`src/rtl/vcPkg.sv`:
```
package vcPkg;
  typedef struct packed {
    logic wrEn;    // write insert port into wrSlot
    logic clrEn;   // invalidate clrSlot
    logic wbLoad;  // copy wrSlot's old content into write-back register
  } vcStrobes_t;
endpackage

```
`src/rtl/vcDatapath.sv`:
```
module vcDatapath
  import vcPkg::*;
#(
  parameter int ADDR_W = 26,
  parameter int DATA_W = 64,
  parameter int DEPTH  = 16,
  localparam int IDX_W = (DEPTH > 1) ? $clog2(DEPTH) : 1
) (
  input  logic              clk,
  input  logic              rstN,
  input  vcStrobes_t        st,
  input  logic [IDX_W-1:0]  wrSlot,
  input  logic [IDX_W-1:0]  clrSlot,
  input  logic              fwdSel,
  input  logic [ADDR_W-1:0] lookupAddr,
  input  logic [ADDR_W-1:0] insertAddr,
  input  logic [DATA_W-1:0] insertData,
  input  logic              insertDirty,
  output logic [DEPTH-1:0]  matchVec,
  output logic [DEPTH-1:0]  validVec,
  output logic [DEPTH-1:0]  dirtyVec,
  output logic              addrEq,
  output logic [DATA_W-1:0] lookupData,
  output logic              lookupDirty,
  output logic [ADDR_W-1:0] wbAddr,
  output logic [DATA_W-1:0] wbData
);
  logic [ADDR_W-1:0] tagQ  [DEPTH];
  logic [DATA_W-1:0] dataQ [DEPTH];
  logic [DEPTH-1:0]  validQ, dirtyQ;
  logic [ADDR_W-1:0] wbAddrQ;
  logic [DATA_W-1:0] wbDataQ;
  logic [DATA_W-1:0] hitData;
  logic              hitDirty;

  genvar g;
  generate
    for (g = 0; g < DEPTH; g++) begin : gMatch
      assign matchVec[g] = validQ[g] && (tagQ[g] == lookupAddr);
    end
  endgenerate

  assign addrEq   = (insertAddr == lookupAddr);
  assign validVec = validQ;
  assign dirtyVec = dirtyQ;

  always_comb begin
    hitData  = '0;
    hitDirty = 1'b0;
    for (int i = 0; i < DEPTH; i++) begin
      if (matchVec[i]) begin
        hitData  = hitData | dataQ[i];
        hitDirty = hitDirty | dirtyQ[i];
      end
    end
  end

  assign lookupData  = fwdSel ? insertData  : hitData;
  assign lookupDirty = fwdSel ? insertDirty : hitDirty;

  always_ff @(posedge clk) begin
    if (!rstN) begin
      validQ <= '0;
      dirtyQ <= '0;
    end else begin
      if (st.clrEn) begin
        validQ[clrSlot] <= 1'b0;
        dirtyQ[clrSlot] <= 1'b0;
      end
      if (st.wrEn) begin
        validQ[wrSlot] <= 1'b1;
        dirtyQ[wrSlot] <= insertDirty;
      end
    end
  end

  always_ff @(posedge clk) begin
    if (st.wrEn) begin
      tagQ[wrSlot]  <= insertAddr;
      dataQ[wrSlot] <= insertData;
    end
    if (st.wbLoad) begin
      wbAddrQ <= tagQ[wrSlot];
      wbDataQ <= dataQ[wrSlot];
    end
  end

  assign wbAddr = wbAddrQ;
  assign wbData = wbDataQ;
endmodule

```
`src/rtl/vcControl.sv`:
```
module vcControl
  import vcPkg::*;
#(
  parameter int DEPTH  = 16,
  localparam int IDX_W = (DEPTH > 1) ? $clog2(DEPTH) : 1
) (
  input  logic             clk,
  input  logic             rstN,
  input  logic             lookupValid,
  input  logic             insertValid,
  input  logic             addrEq,
  input  logic [DEPTH-1:0] matchVec,
  input  logic [DEPTH-1:0] validVec,
  input  logic [DEPTH-1:0] dirtyVec,
  input  logic             wbReady,
  output vcStrobes_t       st,
  output logic [IDX_W-1:0] wrSlot,
  output logic [IDX_W-1:0] clrSlot,
  output logic             fwdSel,
  output logic             lookupHit,
  output logic             insertReady,
  output logic             wbValid
);
  // Age rank per slot: a permutation of 0..DEPTH-1, highest = newest insert.
  logic [IDX_W-1:0] rankQ [DEPTH];
  logic [IDX_W-1:0] hitIdx, freeIdx, oldestIdx;
  logic             anyFree, fwd, arrHit, store, wbValidQ;

  always_comb begin
    hitIdx    = '0;
    freeIdx   = '0;
    oldestIdx = '0;
    anyFree   = 1'b0;
    for (int i = 0; i < DEPTH; i++) begin
      if (matchVec[i]) hitIdx = IDX_W'(i);
      if (rankQ[i] == '0) oldestIdx = IDX_W'(i);
    end
    for (int i = DEPTH - 1; i >= 0; i--) begin
      if (!validVec[i]) begin
        freeIdx = IDX_W'(i);
        anyFree = 1'b1;
      end
    end
  end

  assign fwd         = lookupValid && insertValid && addrEq;
  assign arrHit      = lookupValid && (|matchVec) && !fwd;
  assign insertReady = fwd || !wbValidQ || wbReady;
  assign store       = insertValid && insertReady && !fwd;

  always_comb begin
    st        = '0;
    st.wrEn   = store;
    st.clrEn  = arrHit && !store;
    wrSlot    = arrHit ? hitIdx : (anyFree ? freeIdx : oldestIdx);
    clrSlot   = hitIdx;
    st.wbLoad = store && !arrHit && !anyFree && dirtyVec[oldestIdx];
  end

  assign fwdSel    = fwd;
  assign lookupHit = fwd || arrHit;
  assign wbValid   = wbValidQ;

  always_ff @(posedge clk) begin
    if (!rstN) begin
      wbValidQ <= 1'b0;
    end else if (st.wbLoad) begin
      wbValidQ <= 1'b1;
    end else if (wbReady) begin
      wbValidQ <= 1'b0;
    end
  end

  always_ff @(posedge clk) begin
    if (!rstN) begin
      for (int i = 0; i < DEPTH; i++) rankQ[i] <= IDX_W'(i);
    end else if (st.wrEn) begin
      for (int i = 0; i < DEPTH; i++) begin
        if (IDX_W'(i) == wrSlot) rankQ[i] <= IDX_W'(DEPTH - 1);
        else if (rankQ[i] > rankQ[wrSlot]) rankQ[i] <= rankQ[i] - 1'b1;
      end
    end
  end
endmodule

```
`src/rtl/vcTop.sv`:
```
module vcTop
  import vcPkg::*;
#(
  parameter int ADDR_W = 26,
  parameter int DATA_W = 64,
  parameter int DEPTH  = 16,
  localparam int IDX_W = (DEPTH > 1) ? $clog2(DEPTH) : 1
) (
  input  logic              clk,
  input  logic              rstN,
  input  logic              lookupValid,
  input  logic [ADDR_W-1:0] lookupAddr,
  output logic              lookupHit,
  output logic [DATA_W-1:0] lookupData,
  output logic              lookupDirty,
  input  logic              insertValid,
  input  logic [ADDR_W-1:0] insertAddr,
  input  logic [DATA_W-1:0] insertData,
  input  logic              insertDirty,
  output logic              insertReady,
  output logic              wbValid,
  output logic [ADDR_W-1:0] wbAddr,
  output logic [DATA_W-1:0] wbData,
  input  logic              wbReady
);
  vcStrobes_t       st;
  logic [IDX_W-1:0] wrSlot, clrSlot;
  logic [DEPTH-1:0] matchVec, validVec, dirtyVec;
  logic             addrEq, fwdSel;

  vcControl #(.DEPTH(DEPTH)) ctrl_i (
    .clk(clk), .rstN(rstN),
    .lookupValid(lookupValid), .insertValid(insertValid), .addrEq(addrEq),
    .matchVec(matchVec), .validVec(validVec), .dirtyVec(dirtyVec),
    .wbReady(wbReady), .st(st), .wrSlot(wrSlot), .clrSlot(clrSlot),
    .fwdSel(fwdSel), .lookupHit(lookupHit), .insertReady(insertReady),
    .wbValid(wbValid)
  );

  vcDatapath #(.ADDR_W(ADDR_W), .DATA_W(DATA_W), .DEPTH(DEPTH)) dp_i (
    .clk(clk), .rstN(rstN), .st(st), .wrSlot(wrSlot), .clrSlot(clrSlot),
    .fwdSel(fwdSel), .lookupAddr(lookupAddr), .insertAddr(insertAddr),
    .insertData(insertData), .insertDirty(insertDirty),
    .matchVec(matchVec), .validVec(validVec), .dirtyVec(dirtyVec),
    .addrEq(addrEq), .lookupData(lookupData), .lookupDirty(lookupDirty),
    .wbAddr(wbAddr), .wbData(wbData)
  );
endmodule

```
`config.mk`:
```
export PLATFORM = sky130hd
export DESIGN_NAME = vcTop
export DESIGN_NICKNAME = d
export VERILOG_FILES = /design/src/rtl/vcPkg.sv /design/src/rtl/vcDatapath.sv /design/src/rtl/vcControl.sv /design/src/rtl/vcTop.sv
export SDC_FILE = /design/constraint.sdc
export NUM_CORES = 2
export LEC_CHECK = 0
export BUFFER_PORTS_ARGS = -buffer_cell sky130_fd_sc_hd__buf_2
export CAP_MARGIN = 30
export CORE_AREA = 2 2 412 414
export CTS_BUF_LIST = sky130_fd_sc_hd__clkbuf_2
export DETAILED_ROUTE_END_ITERATION = 7
export DIE_AREA = 0 0 414 416
export PLACE_DENSITY = 0.66
export SETUP_SLACK_MARGIN = 0.1
export SKIP_LAST_GASP = 1
export SLEW_MARGIN = 20
export SYNTH_ARGS = -nofsm -noshare
export SYNTH_HDL_FRONTEND = slang
export SYNTH_SLANG_ARGS = --single-unit
```
`constraint.sdc`:
```
create_clock -name clk -period 17.4 [get_ports clk]
set_clock_uncertainty 0.1 [all_clocks]
set_input_delay 0.87 -clock clk [delete_from_list [all_inputs] [get_ports clk]]
set_output_delay 0.87 -clock clk [all_outputs]
set_load 0.05 [all_outputs]
```
; Word-level counts from Yosys, hierarchy flattened
; Memories as Yosys holds them, arrays and structs flattened. A register that Yosys moved wholly into a read port is not among the register bits.
; Index checks and enable logic that the tools add are counted.
[word_totals]
n_memories = 3
regBits = 33
out_inout_bits = 158
input_bits = 122
wordCells = 487
ram_bits = 1504
[classes]
n_reduce_logical = 54
add_sub_neg = 16
bitwise_logic = 66
n_eq_ne = 32
muxes = 292
magnitude_cmp = 21
[mem_list]
columns = memory, depth, width, read_ports, rd_ports_with_merged_regs, write_ports, line_no
row1 = dp_i.dataQ, 16, 64, 17, 1, 1, vcDatapath.sv:29  ; logic [DATA_W-1:0] dataQ [DEPTH];
row2 = dp_i.tagQ, 16, 26, 17, 1, 1, vcDatapath.sv:28  ; logic [ADDR_W-1:0] tagQ [DEPTH];
row3 = ctrl_i.rankQ, 16, 4, 17, 0, 16, vcControl.sv:25  ; logic [IDX_W-1:0] rankQ [DEPTH];
[ops]
columns = operator, n
row1 = $mux W64, 17
row2 = $or A64 B64 Y64, 15
row3 = $eq A26 B26 Y1, 17
row4 = $mux W4, 66
row5 = $mux W1, 187
row6 = $mux W16, 6
row7 = $gt A4 B4 Y1, 16
row8 = $logic_not A4 Y1, 16
row9 = $sub A4 B1 Y4 const B, 16
row10 = $or A1 B1 Y1, 47
row11 = $and A16 B16 Y16, 2
row12 = $eq A4 B4 Y1 const A, 8
row13 = $logic_and A1 B1 Y1, 28
row14 = $mux W3, 8
row15 = $bwmux W16, 1
row16 = $eq A3 B4 Y1 const A, 4
row17 = $not A16 Y16, 1
row18 = $or A16 B16 Y16, 1
row19 = $reduce_or A16 Y1, 1
row20 = $lt A4 B5 Y1 const B, 3
row21 = $demux W1 S4, 2
row22 = $eq A2 B4 Y1 const A, 2
row23 = $ge A4 B1 Y1 const B, 2
row24 = $mux W2, 4
row25 = other kinds (5), 11

; Logic depth before layout (Yosys ltp)
; An unclocked memory read counts as a cell.
[logic_depth]
word_depth = 35
ltp_mapped = 26
mapped_depth_nobuf = 22

; By module
; Synthesis repeated with hierarchy kept, for this count alone.
[hier_totals]
cells_unflattened = 4961
hier_area_um2 = 78077.4
[modules_own_cells]
columns = module, n_inst, cells_per_inst, seq_area_each_um2, area_per_inst_um2
row1 = vcDatapath, 1, 4207, 46584.7, 71596.2
row2 = vcControl, 1, 754, 1941.9, 6481.2

; Least setup slack after synthesis
; Ideal clock, no wire load.
[synth_path]
path_kind = input -> register
from = in lookupAddr[23]
to = reg dp_i.dirtyQ[0], in the netlist dp_i.dirtyVec[0]
setup_ps = 132
required_ps = 17168
path_stages = 13
n_path_buf = 2
arrival_time_ps = 12966
slack_ps = 4202
path_cell_list = buf_2 xor2_1 or4b_1 nor4_2 and4_1 a211oi_1 a221o_1 a311oi_4 nor2_4 buf_2 nor4_1 or3b_2 a21oi_1
[synth_between]
elab_chain_len = 27
word_cells_on_any_way = 76
cone_classes = 4 x order compare / 17 x eq/ne / 24 x mux / 2 x bitwise / 29 x reduce/logical
[synth_rtl]
columns = item, line_no
row1 = from (decl), vcTop.sv:12  ; input logic [ADDR_W-1:0] lookupAddr,
row2 = $eq A26 B26 Y1, vcDatapath.sv:39  ; assign matchVec[g] = validQ[g] && (tagQ[g] == lookupAddr);
row3 = $logic_and A1 B1 Y1, vcDatapath.sv:39
row4 = $mux W1, vcControl.sv:35  ; if (matchVec[i]) hitIdx = IDX_W'(i);
row5 = $mux W2 (2 in series), vcControl.sv:35
row6 = $mux W3 (4 in series), vcControl.sv:35
row7 = $mux W4 (8 in series), vcControl.sv:35
row8 = $lt A4 B5 Y1 (not written as such) or $ge A4 B1 Y1 (tied branches), vcDatapath.sv:68  ; dirtyQ[clrSlot] <= 1'b0;
row9 = $logic_and A1 B1 Y1 (not written as such), vcDatapath.sv:68
row10 = $mux W1 (not written as such), vcDatapath.sv:68
row11 = $demux W1 S4, n/a
row12 = $not A16 Y16 (no line), n/a
row13 = $and A16 B16 Y16 (no line), n/a
row14 = $mux W16, vcDatapath.sv:66  ; if (st.clrEn) begin
row15 = $mux W16, vcDatapath.sv:62  ; if (!rstN) begin
row16 = $bwmux W16, vcDatapath.sv:72  ; dirtyQ[wrSlot] <= insertDirty;
row17 = $mux W16 (*), vcDatapath.sv:70  ; if (st.wrEn) begin
row18 = "to (signal, indexed assignment)", vcDatapath.sv:72
row19 = to (decl), vcDatapath.sv:30  ; logic [DEPTH-1:0] validQ, dirtyQ;
; Mark *: on every way between the ends. The rest lies on a longest branch, timed or not. The select of a mux whose other input is x is not followed.
; A chain may end at the register's enable or synchronous reset.

==> summary.txt <==
Power
  – Pwr dens: 90.00 nW/um^2
  – Maximum vdd drop: 0.00007770 V
  – Static Leak: 29.28 nW

Job
  – Max-capacitance violation count: 0

Critical path
  – Critical path startpoint: dp_i.tagQ[7][25]
  – CP arrival: 9.47 ns
  – Crit-path slowest cell: inv_6
  – Worst-path fanout max: 144
  – Worst setup endpoint: dp_i.dataQ[5][34]
  – CP cell instances: xnor2_1 -> nand4_1 -> or4_1 -> nor4_4 -> buf_4 -> nor4_2 -> a41oi_1 -> nor2_1 -> buf_4 -> nor2_4 -> buf_12 -> nand4_1 -> inv_6 -> buf_4
  – Startpoint Class: flop
  – Most used cell, CP: buf_4
  – R2R depth: 14
  – Critical path class: flop to flop
  – Max incr delay on CP: 0.94 ns
  – CP Capture Type: flop
  – FF-to-FF setup slack: 9.17 ns
  – CP Data Required Time: 18.64 ns
  – Reg2reg end: dp_i.dataQ[5][34]
  – Buf+Inv Stages, Crit Path: 5
  – Crit-path leading delay family: buffers and inverters
  – Reg2reg start: dp_i.tagQ[7][25]
  – Crit path depth: 14

GRT
  – Largest net degree at the start of global routing: 146
  – GRT met3 Usage: 9.233%
  – First-pass GRT wire length: 417.5 mm
  – Antenna violations before repair: 21
  – Total global routing overflow: 0
  – Met1 usage: 44.59%
  – Number of global-route vias before repair: 56.04k
  – Routing usage on met2: 51.48%
  – GRT busiest layer: met2
  – GRT Total Usage: 33.93%

Synthesis
  – Yosys warnings: 0
  – Flip-flop and latch count after synthesis: 1,627
  – Avg Cell Area, Syn: 14.37 sq um
  – Sequential share of the synthesized area: 63.06%
  – Syn Inst Count: 5,354
  – Top cells by area, synth: edfxtp_1, mux2i_1, a221oi_1
  – Net Count, Synth: 5,556
  – Yosys top cell by area: edfxtp_1
  – Count of cell types in the netlist: 75
  – Top_reg_cell synth: edfxtp_1
  – EDFF count, synth: 1,594
  – Mapped cell area: 76,950 sq um
  – Async SR Flop Fraction: 0%
  – Yosys top cell area share: 62.21%

Finish
  – Area delta synth->final: 12.10%
  – Area occupied by multi-input gates: 26,790 sq um
  – Layout net count: 6,195
  – Commonest cells after routing, fill and taps aside: edfxtp_1, mux2i_1, clkbuf_2
  – Share of layout cells above drive strength 1: 18.27%
  – Post-route cell area: 86,260 sq um
  – Leading cell type in the layout, fill and taps excluded: edfxtp_1
  – Fillers: 14.42k
  – Register area: 48,530 sq um

Timing
  – Final worst-path cycle share: 47.29%
  – Fmax achieved: 121.5 MHz
  – Slew margin rel.: 12.09%
  – Worst Max-Slew Pin Slew: 1.319 ns
  – Sum of negative setup slack: 0 ns
  – Clock period minus worst slack: 8.228 ns
  – Endpoints failing setup: 0
  – Pins Over Slew Limit: 0
  – Final Hold Viols: 0
  – RSZ-0062 raised after global routing: false

Clock tree
  – Root Buffer: clkbuf_2
  – Setup Buffers After CTS: 0
  – Insertion delay to the later sink of the worst-skew pair: 1.98 ns
  – Clk buf depth: 4
  – Htree depth: 5
  – CTS tree: built
  – TritonCTS buffer count: 417
  – CTS clk-pin slew, worst paths: 0.11 ns
  – Clock sinks: 1,627

Floorplan
  – Die Ht: 416 um
  – Die width: 414 um
  – Starting Density: 45.76%
  – Site row count: 151
  – Full die area: 172,200 sq um
  – Io pins: 280
  – Core region area: 168,100 sq um

Detailed routing
  – Initial DRC count: 8,521
  – First-pass DRT Iterations: 6
  – Vias per inst: 6.781
  – Post-route DRC: 0
  – Post-route ant nets: 0
  – Routed via count: 57.76k
  – Drt wl/cell: 35.34 um
  – Drt total wl: 301.0 mm

Place
  – Placed inst area: 80,720 sq um
  – Final GP Congestion: 0.9957
  – Port Buffers: 279
  – Post-DP HPWL: 175.7 mm

Status
  – Status: finished, final reports clean

Worst hold path
  – Hold Path Class: input pin to flop
[worst reg2reg max path, delay by kind of cell (launching register included)]
family,cells,cell delay [ns]
AOI/OAI and AO/OA,1,0.30
buffers and inverters,5,3.45
DFF,1,0.43
xor gates and xnor gates,1,0.53
and+or+nand+nor,7,2.78
[state kept, by name, indices dropped and copies added (netlist names)]
register        flops
dp_i.wbData        64
dp_i.tagQ         416
dp_i.wbAddr        26
ctrl_i.wbValid      1
dp_i.validVec      16
dp_i.dataQ       1024
ctrl_i.rankQ       64
dp_i.dirtyVec      16
[stage by stage]
step	hold WS, ns	worst slack, ns	cells	total power [mW]	utilization, %
2_1_floorplan	0.3581	4.202	5354	4.957	-
3_3_place_gp	0.3925	8.064	7586	5.210	47.88
3_5_place_dp	0.3872	8.713	7596	5.224	48.01
4_1_cts	0.06766	9.402	8506	7.757	51.27
5_1_grt	0.1782	8.951	8514	8.031	51.29
6_report	0.2905	9.172	8518	7.763	51.30
[per-layer routing]
| metal | routed length, um | up-vias |
|---|---|---|
| met3 | 38330 | 993 |
| met2 | 132000 | 4565 |
| met4 | 17900 | 22 |
| met1 | 112600 | 28770 |
| li1 | - | 23410 |
| met5 | 126 | - |
[cell usage after synthesis, types with 69 or more instances]
library cell and count:
ha_1 80, nand4_1 204, clkbuf_1 167, a21oi_1 90
o22ai_1 364, xnor2_1 255, nor4_1 87, a22o_1 254
nand2_1 99, edfxtp_1 1594, mux2_2 69, a221oi_1 261
or4_1 118, buf_2 134, nor2_1 72, mux2i_1 724
xor2_1 219
[power by group]
group / switching (mW) / internal (mW) / leakage [nW]
combinational: 0.508 / 0.297 / 11.9
sequential: 0.0388 / 4.36 / 14.7
clock: 1.62 / 0.945 / 2.74
total: 2.17 / 5.60 / 29.3
[what timing repair did]
action,in CTS,in global routing
endpoints found under the hold margin,1646,0
resized for setup,0,0
hold buffers,195,0
[area by class of cell]
type	count	area share, %
clock inverter	134	0.7296
multi-input combinational	3307	31.06
inverter	58	0.3162
sequential	1627	56.26
clock buffer	581	3.371
timing repair buffer	582	5.016
tap	2218	3.217
antenna	11	0.03191
[how the worst min path moves through the flow]
| stage | depth (start not counted) | endpoint | slack, ns | startpoint |
|---|---|---|---|---|
| after floorplan | 2 | dp_i.dirtyVec[15] | 0.36 | dp_i.dirtyVec[15] |
| after global placement | 2 | dp_i.dirtyVec[4] | 0.39 | dp_i.dirtyVec[4] |
| after detailed placement | 2 | dp_i.dirtyVec[4] | 0.39 | dp_i.dirtyVec[4] |
| after CTS | 8 | ctrl_i.rankQ[14][1] | 0.07 | insertValid |
| after global routing | 8 | ctrl_i.rankQ[14][1] | 0.18 | insertValid |
| final | 8 | ctrl_i.rankQ[14][1] | 0.29 | insertValid |
[cells by family after synthesis]
group	after synthesis	synth area share, %
buffers and inverters	420	2.437
xor gates and xnor gates	474	5.395
muxes	795	10.49
and+or+nand+nor	811	6.252
AOI/OAI and AO/OA	1147	11.06
DFF	1627	63.06
adders and majority gates	80	1.301
No activity file was read; power rests on OpenSTA's default activity.
